File: config.mk
export PLATFORM = sky130hd
export DESIGN_NAME = boot_hist_reg
export DESIGN_NICKNAME = d
export VERILOG_FILES = /design/src/rtl/boot_hist_pkg.sv /design/src/rtl/bh_event_decode.sv /design/src/rtl/bh_status_group.sv /design/src/rtl/bh_strike_ctr.sv /design/src/rtl/boot_hist_reg.sv
export SDC_FILE = /design/constraint.sdc
export NUM_CORES = 1
export LEC_CHECK = 0
export BUFFER_PORTS_ARGS = -buffer_cell sky130_fd_sc_hd__buf_2
export CAP_MARGIN = 30
export CORE_MARGIN = 4
export CORE_UTILIZATION = 49
export CTS_BUF_LIST = sky130_fd_sc_hd__clkbuf_4 sky130_fd_sc_hd__clkbuf_8 sky130_fd_sc_hd__clkbuf_16
export CTS_CLUSTER_SIZE = 24
export DETAILED_ROUTE_END_ITERATION = 7
export PLACE_DENSITY = 0.8
export SLEW_MARGIN = 20
export SYNTH_ARGS = -nofsm -noshare
export SYNTH_HDL_FRONTEND = slang
export SYNTH_SLANG_ARGS = --single-unit
File: constraint.sdc
create_clock -name clk -period 3.4 [get_ports clk]
set_clock_uncertainty 0.1 [all_clocks]
set_input_delay 0.51 -clock clk [delete_from_list [all_inputs] [get_ports clk]]
set_output_delay 0.51 -clock clk [all_outputs]
set_load 0.03 [all_outputs]
File: src/rtl/boot_hist_pkg.sv
// Package: shared widths and the six-bit status group layout for the
// boot history status register. Field order inside a group is fixed
// because readers decode the word by bit position.
package boot_hist_pkg;

    localparam int N_ERR  = 3;                 // CRC, ID-code, watchdog
    localparam int CNT_W  = 4;                 // strike count width
    localparam int GRP_W  = 6;                 // bits per status group
    localparam int N_GRP  = 2;                 // current and previous
    localparam int WORD_W = CNT_W + N_GRP * GRP_W;

    // Error vector bit positions
    localparam int E_WDT = 0;
    localparam int E_ID  = 1;
    localparam int E_CRC = 2;

    typedef struct packed {
        logic crc;    // MSB of group
        logic idc;
        logic wdt;
        logic rsvd;   // always zero
        logic fb;     // 1: fell back to image address zero
        logic valid;  // LSB of group
    } grp_t;

    // Build the group value for the present status.
    function automatic grp_t make_grp(input logic [N_ERR-1:0] err, input logic fb);
        grp_t g;
        g.crc   = err[E_CRC];
        g.idc   = err[E_ID];
        g.wdt   = err[E_WDT];
        g.rsvd  = 1'b0;
        g.fb    = fb;
        g.valid = 1'b1;
        return g;
    endfunction

endpackage

File: src/rtl/bh_event_decode.sv
// Module: bh_event_decode
// Decides whether the present cycle is a recording event and forms the
// group value to store. It also holds the attempt flag that enables
// writes to the second group.
// Assumes: strobes are single-cycle or level, synchronous to clk; clear
// is the combined synchronous reset (active high).
module bh_event_decode
    import boot_hist_pkg::*;
(
    input  logic             clk,
    input  logic             clear,
    input  logic             eos,
    input  logic [N_ERR-1:0] err,
    input  logic             fallback,
    input  logic             reprog_cmd,
    output logic             event_hit,
    output logic             attempt_q,
    output grp_t             wr_val
);

    // Purpose: an event is end of startup or any error strobe.
    always_comb begin
        event_hit = eos | (|err);
        wr_val    = make_grp(err, fallback);
    end

    // Purpose: attempt flag, set by a reload request, cleared only by resets.
    always_ff @(posedge clk) begin
        if (clear)
            attempt_q <= 1'b0;
        else if (reprog_cmd || fallback)
            attempt_q <= 1'b1;
    end

    // once armed, the flag stays set until a reset
    p_attempt_sticky_r5: assert property (@(posedge clk) disable iff (clear)
        attempt_q |=> attempt_q);

    // the flag rises only after a request
    p_attempt_cause_r5: assert property (@(posedge clk) disable iff (clear)
        (!attempt_q && !reprog_cmd && !fallback) |=> !attempt_q);

endmodule

File: src/rtl/bh_status_group.sv
// Module: bh_status_group
// One six-bit status group. It loads the supplied group value when
// wr_en is high and otherwise holds its value.
// Assumes: clear is the synchronous combined reset (active high).
module bh_status_group
    import boot_hist_pkg::*;
(
    input  logic clk,
    input  logic clear,
    input  logic wr_en,
    input  grp_t wr_val,
    output grp_t q
);

    // Purpose: group storage with clear-to-zero and write-enable.
    always_ff @(posedge clk) begin
        if (clear)
            q <= '0;
        else if (wr_en)
            q <= wr_val;
    end

    // a written group reads valid
    p_valid_on_write_r9: assert property (@(posedge clk) disable iff (clear)
        wr_en |=> q.valid);

    // without a write the group holds
    p_hold_no_write_r4: assert property (@(posedge clk) disable iff (clear)
        !wr_en |=> $stable(q));

    // reserved bit never set
    p_rsvd_zero_r8: assert property (@(posedge clk) disable iff (clear)
        1'b1 |=> (q.rsvd == 1'b0));

endmodule

File: src/rtl/bh_strike_ctr.sv
// Module: bh_strike_ctr
// Saturating strike counter. It adds the number of error strobes high
// in the present cycle and stops at its all-ones value.
// Assumes: clear is the synchronous combined reset (active high).
module bh_strike_ctr #(
    parameter int CW = 4,
    parameter int NE = 3
) (
    input  logic          clk,
    input  logic          clear,
    input  logic [NE-1:0] err,
    output logic [CW-1:0] cnt
);

    localparam int        NW      = $clog2(NE + 1);
    localparam logic [CW:0] CNT_MAX = {1'b0, {CW{1'b1}}};

    logic [NW-1:0] n_err;
    logic [CW:0]   sum;

    // Purpose: count the error strobes raised this cycle.
    always_comb begin
        n_err = '0;
        for (int k = 0; k < NE; k++)
            n_err = n_err + NW'(err[k]);
        sum = {1'b0, cnt} + (CW+1)'(n_err);
    end

    // Purpose: saturating accumulate.
    always_ff @(posedge clk) begin
        if (clear)
            cnt <= '0;
        else if (sum > CNT_MAX)
            cnt <= {CW{1'b1}};
        else
            cnt <= sum[CW-1:0];
    end

    // counter stays at its limit
    p_no_overflow_r6: assert property (@(posedge clk) disable iff (clear)
        (cnt == {CW{1'b1}}) |=> (cnt == {CW{1'b1}}));

    // never decreases without a clear
    p_monotonic_r6: assert property (@(posedge clk) disable iff (clear)
        1'b1 |=> (cnt >= $past(cnt)));

endmodule

File: src/rtl/boot_hist_reg.sv
// Module: boot_hist_reg (top)
// Boot history status word: strike count [15:12], previous/reload
// attempt group [11:6], current attempt group [5:0]. Cleared only by the
// power-on reset or the external program reset. The internal reprogram
// command arms the second group and does not touch the word.
// Assumes: all inputs synchronous to clk; both resets active low, sync.
module boot_hist_reg
    import boot_hist_pkg::*;
(
    input  logic              clk,
    input  logic              rst_n,
    input  logic              prog_n,
    input  logic              reprog_cmd,
    input  logic              eos,
    input  logic              err_crc,
    input  logic              err_id,
    input  logic              err_wdt,
    input  logic              fallback,
    output logic [WORD_W-1:0] status_word
);

    logic             clear;
    logic [N_ERR-1:0] err;
    logic             event_hit;
    logic             attempt_q;
    grp_t             wr_val;
    logic [N_GRP-1:0] grp_we;
    grp_t             grp_q [N_GRP];
    logic [CNT_W-1:0] strikes;

    // Purpose: combine resets and gather error strobes into a vector.
    always_comb begin
        clear        = !rst_n || !prog_n;
        err          = '0;
        err[E_CRC]   = err_crc;
        err[E_ID]    = err_id;
        err[E_WDT]   = err_wdt;
        grp_we[0]    = event_hit;
        grp_we[1]    = event_hit && attempt_q;
    end

    bh_event_decode u_decode (
        .clk        (clk),
        .clear      (clear),
        .eos        (eos),
        .err        (err),
        .fallback   (fallback),
        .reprog_cmd (reprog_cmd),
        .event_hit  (event_hit),
        .attempt_q  (attempt_q),
        .wr_val     (wr_val)
    );

    for (genvar g = 0; g < N_GRP; g++) begin : g_grp
        bh_status_group u_grp (
            .clk    (clk),
            .clear  (clear),
            .wr_en  (grp_we[g]),
            .wr_val (wr_val),
            .q      (grp_q[g])
        );
    end

    bh_strike_ctr #(.CW(CNT_W), .NE(N_ERR)) u_strike (
        .clk   (clk),
        .clear (clear),
        .err   (err),
        .cnt   (strikes)
    );

    // Purpose: assemble the read word, group 0 in the low bits.
    always_comb begin
        status_word[GRP_W-1:0] = grp_q[0];
        for (int g = 1; g < N_GRP; g++)
            status_word[g*GRP_W +: GRP_W] = grp_q[g];
        status_word[WORD_W-1 -: CNT_W] = strikes;
    end

    // program reset clears the whole word
    p_prog_clear_r1: assert property (@(posedge clk) disable iff (!rst_n)
        !prog_n |=> (status_word == '0));

    // reprogram command alone changes nothing visible
    p_reprog_quiet_r2: assert property (@(posedge clk) disable iff (clear)
        (reprog_cmd && !eos && !err_crc && !err_id && !err_wdt) |=> $stable(status_word));

    // an event marks the current group valid with its fallback flag
    p_grp0_capture_r3: assert property (@(posedge clk) disable iff (clear)
        (eos || err_crc || err_id || err_wdt) |=> (status_word[0] && (status_word[1] == $past(fallback))));

    // simultaneous errors all land together
    p_multi_err_r7: assert property (@(posedge clk) disable iff (clear)
        (err_crc && err_id && err_wdt) |=> (status_word[5:3] == 3'b111));

endmodule

==> results summary, run 1 <==
The fmax is 0.491 GHz. The critical path in this run is classified as primary input to flip-flop. The number of global-route vias before repair is 578. The multi-input logic area came out at 303 µm². The number of antenna violations at the first check in global routing came out at 0. TritonCTS built the clock tree. The number of diodes came out at 0.

The power per standard cell area came out at 451 mW/mm². The post-detailed-routing wire length came out at 1280 µm. The final-layout worst hold slack is 337 ps.

In this run the worst path has a maximum fanout of 4. The total vias in the final route came out at 582. The floorplan step defined a die boundary enclosing 0.00199 mm².

In this run the clock root is driven by a clkbuf_4. The clock latency on the worst-skew pair is 280 ps. The number of filler instances in the final layout is 99. Of the post-synthesis cell area, the dominant cell type holds 0.457. In this run the horizontal extent of the chip is 44.6 µm.

The element type at the critical path start is a primary input. Counting distinct cell types in the post-synthesis netlist gives 21. The routability congestion estimate came out at 0.679. Summed over all nets, the half-perimeter wirelength after detailed placement is 993 µm. The number of design rule violations left after detail routing is 0. In the layout the commonest cells are buf_2, dfxtp_1, a21oi_1.

The min-delay analysis places its worst path in the category primary input to flip-flop. At the worst endpoint, the arrival time is 2140 ps. The flow ran to the end, and the final reports show no timing, DRC or antenna violations. The instance area after placement is 764 µm². The count of endpoints failing hold in the final timing report came out at 0.

The per-cell via count in the routed design came out at 5.15. Setup repair after global routing left no endpoint under its margin. The final period demand of the worst path came out at 2040 ps. The worst setup path is captured at a flip-flop. The measured slew at the worst slew-check pin came out at 501 ps. The required time reported for the critical path endpoint came out at 3510 ps.

The initial core utilization is 0.554. Measured on the finished design, the core utilization comes to 0.670. The number of detailed-route iterations in the first pass is 2. The clock transition at the registers of the reported paths is 90 ps. The core region is 0.00119 mm².

The design area is 795 µm². The number of port buffers is 22. The first-pass GRT wire length came out at 2290 µm. The peak ir drop on the vdd network is 260 µV. The number of sinks driven by the clock tree is 15. The average detailed-routed wire length per instance is 11.3 µm. The post-synthesis sequential area ratio is 0.457. The most common library cell in the layout ignoring fill and taps is buf_2.

The total track usage came out at 0.153. The post-CTS setup repair buffer count is 0. Summed over all instances, the cell type with the most area after synthesis is dfxtp_1. The violation count after the first detailed-route iteration came out at 4.

The number of slew-limit violations in the final report was 0. The number of rows created at floorplan is 12. The number of buffers between clock root and the deepest sink is 2.

The total global routing overflow came out at 0. The count of state elements after synthesis is 15. The hold buffer count at cts came out at 0.

The mapped netlist covers 657 µm². The die boundary height is 44.6 µm. The final total negative setup slack is 0 ps. The CTS buffer count came out at 3. Setup violations remaining at the end of the flow were counted as 0. In this run, synthesis inferred 0 flip-flops with an integrated enable. Of all flip-flops after synthesis, the portion carrying an async set or reset was 0.

From synthesis to final layout, the design area changed by 21.0%. The layout net count is 114. In this run the number of H-tree levels came out at 1. The post-detailed-route count of antenna-violating nets came out at 0.

Yosys printed 0 warnings. In the finished design, the share of the clock period the worst path needs comes to 0.599. The post-synthesis average cell area came out at 8.64 µm². In the synthesized netlist the dominant register cell turns out to be dfxtp_1. The share of layout cells above drive strength 1 is 0.283. The number of top-level pins is 25. The post-synthesis instance total is 76. The post-cts resize count came out at 0.

The count of maximum capacitance violations is 0. The sequential cells in the finished layout cover a total of 300 µm². The static power due to leakage came out at 0.402 nW.

Headroom to the max-slew limit came out at 0.665. By area the synthesized netlist is led by dfxtp_1, a21oi_1, fa_1. The largest net degree at the start of global routing came out at 16.
[sequential cells by signal (all words and copies together) (netlist names)]
register / count
u_decode.attempt_q: 1
u_strike.cnt: 4
g_grp.u_grp.q: 10
[synth_stat cells (2+ instances only)]
master   count
inv_1        9
dfxtp_1     15
o21ai_0      4
fa_1         2
a21oi_1     10
nor3_1       2
buf_4        2
ha_1         3
nand3_1      4
nand2_1      8
nor2_1       7
[routing by layer]
layer,global-route usage,vias up,part of all wire
met5,0,-,0
met4,0.0361,0,0.0086
met3,0.0488,2,0.066
met2,0.255,17,0.46
met1,0.190,272,0.47
li1,-,291,-
[power by group]
group          leakage, nW  internal (mW)  switching, mW  total (mW)
clock               0.0184         0.0535         0.0534       0.107
combinational        0.261         0.0217         0.0414      0.0631
sequential           0.123          0.183        0.00539       0.189
total                0.402          0.258          0.100       0.358
[per-stage QoR]
step / instances / worst slack (ps) / power (mW)
after floorplan: 77 / 1310 / 0.238
after global placement: 109 / 1120 / 0.254
after detailed placement: 109 / 1070 / 0.256
after CTS: 113 / 1360 / 0.363
after global routing: 113 / 1240 / 0.383
final: 113 / 1360 / 0.358
[logic make-up after synthesis]
| kind of cell | count (synthesis) | share of synthesized area |
|---|---|---|
| buf+inv | 13 | 0.0876 |
| other cells | 1 | 0.00571 |
| compound gates | 18 | 0.156 |
| simple gates | 24 | 0.175 |
| flops | 15 | 0.457 |
| fa+ha+maj | 5 | 0.118 |
[area by class of cell]
type	instances	area share
Inverter	9	0.0425
Tap cell	14	0.0220
Clock buffer	4	0.0378
Timing Repair Buffer	22	0.139
Multi-Input combinational cell	49	0.381
Sequential cell	15	0.378
[worst max-delay path: stages]
cell	delay (ps)
buf_2	130
fa_1	540
ha_1	160
inv_1	50
fa_1	400
inv_1	100
nand3_1	100
a21oi_1	160
[path summary, 6_finish.rpt]
path / endpoint / slack [ps] / cells past startpoint / startpoint
worst min register to register: g_grp[0].u_grp.q[4] / 350 / 2 / g_grp[0].u_grp.q[4]
worst min-delay path: u_decode.attempt_q / 340 / 3 / reprog_cmd
worst max-delay path: u_strike.cnt[0] / 1360 / 8 / err_crc
worst max register to register: u_strike.cnt[0] / 1450 / 7 / u_strike.cnt[0]
(Power assumes the default switching activity.)
==> inputs of run 2 (changes only) <==
--- a/config.mk
+++ b/config.mk
@@ -8,11 +8,11 @@
 export BUFFER_PORTS_ARGS = -buffer_cell sky130_fd_sc_hd__buf_2
 export CAP_MARGIN = 30
 export CORE_MARGIN = 4
-export CORE_UTILIZATION = 49
+export CORE_UTILIZATION = 45
 export CTS_BUF_LIST = sky130_fd_sc_hd__clkbuf_4 sky130_fd_sc_hd__clkbuf_8 sky130_fd_sc_hd__clkbuf_16
 export CTS_CLUSTER_SIZE = 24
 export DETAILED_ROUTE_END_ITERATION = 7
-export PLACE_DENSITY = 0.8
+export PLACE_DENSITY = 0.74
 export SLEW_MARGIN = 20
 export SYNTH_ARGS = -nofsm -noshare
 export SYNTH_HDL_FRONTEND = slang
==> constraint.sdc (replaced) <==
create_clock -name clk -period 2 [get_ports clk]
set_clock_uncertainty 0.1 [all_clocks]
set_input_delay 0.3 -clock clk [delete_from_list [all_inputs] [get_ports clk]]
set_output_delay 0.3 -clock clk [all_outputs]
set_load 0.03 [all_outputs]
==> results summary, run 2 (synthesized netlist as in run 1, its figures left out) <==
The design draws 0.618 mW. The setup violation total in the final timing report came out at 0. Timing would allow up to 0.527 GHz. The power per standard cell area is 757 mW/mm². The post-DP HPWL came out at 1030 µm. The logic depth of the worst register-to-register path came out at 7. The layout net count is 115.

The area of the die is 0.00213 mm². The largest net degree at the start of global routing came out at 16. The number of design rule violations left after detail routing came out at 0.

The number of H-tree levels came out at 1. In this run, the number of DRC markers left after iteration 0 of detailed routing was 10. The number of flip-flops in the largest register came out at 10. The hold-critical path depth came out at 3. The slowest stage of the critical path belongs to the cell fa_1. The area added between synthesis and finish is 24.2%. Max-cap violations in this run came to 0. The average detailed-routed wire length per instance is 12.0 µm. The routed design has 1380 µm of wire. The clock transition at the registers of the reported paths came out at 90 ps.

The arrival time at the worst endpoint came out at 2020 ps. The number of antenna violations at the first check in global routing came out at 0. For this run, the total global-route usage over all layers was measured as 0.157.

The element type at the critical path start is a flip-flop. The analysis attributes to cell leakage a power of 0.407 nW. The number of port buffers came out at 22. The post-detailed-route count of antenna-violating nets came out at 0. The number of buffers between clock root and the deepest sink is 2. TritonCTS built the clock tree. The share of layout cells above drive strength 1 came out at 0.320. The final period utilization came out at 0.949.

The flow ran to the end, and the final reports show no timing, DRC or antenna violations. The number of top-level pins came out at 25. The library cells used most frequently in the layout, excluding fill and tap cells, are buf_2, dfxtp_1, a21oi_1. The first global-routing pass estimated 2210 µm of wire. The count of endpoints failing hold in the final timing report came to 0.

The critical path goes through fa_1 > ha_1 > inv_1 > fa_2 > inv_1 > nand3_2 > a21oi_1. The per-cell via count in the routed design is 5.10. Hold timing on the final database bottoms out at a slack of 128 ps. The headroom to the max-slew limit came out at 0.660. The root buffer cell is clkbuf_4. The area inside the core boundary came out at 0.00133 mm². The largest registers in the layout are g_grp.u_grp.q: 10 flops, u_strike.cnt: 4 flops, u_decode.attempt_q: 1 flops. The finished layout holds 115 standard cells, fillers aside. The most common library cell in the layout ignoring fill and taps is buf_2. The total global routing overflow is 0.

The number of detailed-route iterations in the first pass is 4. The die boundary height is 46.2 µm. The routed layout has 587 vias. The number of diodes is 0. The final period demand of the worst path is 1900 ps. The CTS buffer count came out at 3.

The placed cell count came out at 111. The number of slew-limit violations in the final report is 0. The cell with the most instances on the worst path is inv_1.

The initial core utilization came out at 0.492. The min-delay analysis places its worst path in the category primary input to flip-flop. Along the worst path, the maximum fanout reaches 3. The design area is 816 µm². The delay of the slowest cell on the worst path is 480 ps. The top register by number of flip-flops is g_grp.u_grp.q. For the pin with the worst max-slew slack, the measured transition is 509 ps. The peak ir drop on the vdd network is 426 µV.

The number of global-route vias before repair came out at 526. Routability-driven placement finished with a final weighted congestion of 0.783. The overall die width came out at 46.2 µm. The number of sinks driven by the clock tree is 15. The required time reported for the critical path endpoint is 2120 ps. Buffers added to address setup during post-CTS repair amount to 0. The number of rows created at floorplan came out at 13. The clock latency on the worst-skew pair is 290 ps. STA classifies the critical path endpoint as a flip-flop.

The instance area after placement came out at 773 µm². The setup path with the least slack is of type flip-flop to flip-flop.
run 2: changes by cell type in the layout (fill, tap and decap cells not counted), sizes merged:
cell / before / now
buf: 22 / 23
run 2: repair_timing:
item | CTS | global route
setup endpoints to repair | 0 | 3
hold buffers | 0 | 0
hold endpoints to repair | 0 | 0
resized for setup | 0 | 3
run 2: path summary, 6_finish.rpt:
| check | from | end | slack (ps) |
|---|---|---|---|
| min reg2reg | g_grp[0].u_grp.q[1] | g_grp[0].u_grp.q[1] | 350 |
| min | reprog_cmd | u_decode.attempt_q | 130 |
| max reg2reg | u_strike.cnt[0] | u_strike.cnt[1] | 100 |
| max | u_strike.cnt[0] | u_strike.cnt[1] | 100 |
run 2: final cells by class:
| cell class | instances | area [µm²] |
|---|---|---|
| sequential | 15 | 300 |
| timing repair buffer | 23 | 118 |
| multi-input combinational | 49 | 315 |
| clock buffer | 4 | 30.0 |
| fill | 131 | 518 |
| tap | 15 | 18.8 |
| inverter | 9 | 33.8 |
run 2: routing by layer:
metal / vias to the layer above / global-route usage / share of wire
li1: 293 / - / -
met1: 270 / 0.176 / 0.43
met2: 19 / 0.234 / 0.45
met3: 5 / 0.0742 / 0.088
met4: 0 / 0.102 / 0.027
met5: - / 0 / 0
run 2: worst max-delay path, delay by kind of cell (launching register included):
family / cells / cell delay, ps
adders and majority gates: 3 / 1000
DFF: 1 / 330
and+or+nand+nor: 1 / 80
buffers and inverters: 2 / 160
AOI/OAI and AO/OA: 1 / 150
run 2: power by group:
group	leakage (nW)	internal (mW)	switching (mW)
Combinational	0.266	0.0391	0.0727
Clock	0.0184	0.0913	0.0937
Sequential	0.123	0.311	0.00975
Total	0.407	0.442	0.176
run 2: metrics by stage:
stage	worst slack (ps)	utilization	setup TNS, ps
global placement	-74.5	0.580	-217
CTS	43.1	0.602	0
finish	102	0.612	0
floorplan	33.5	-	0
global route	-16.0	0.612	-27.5
detailed placement	-109	0.580	-325
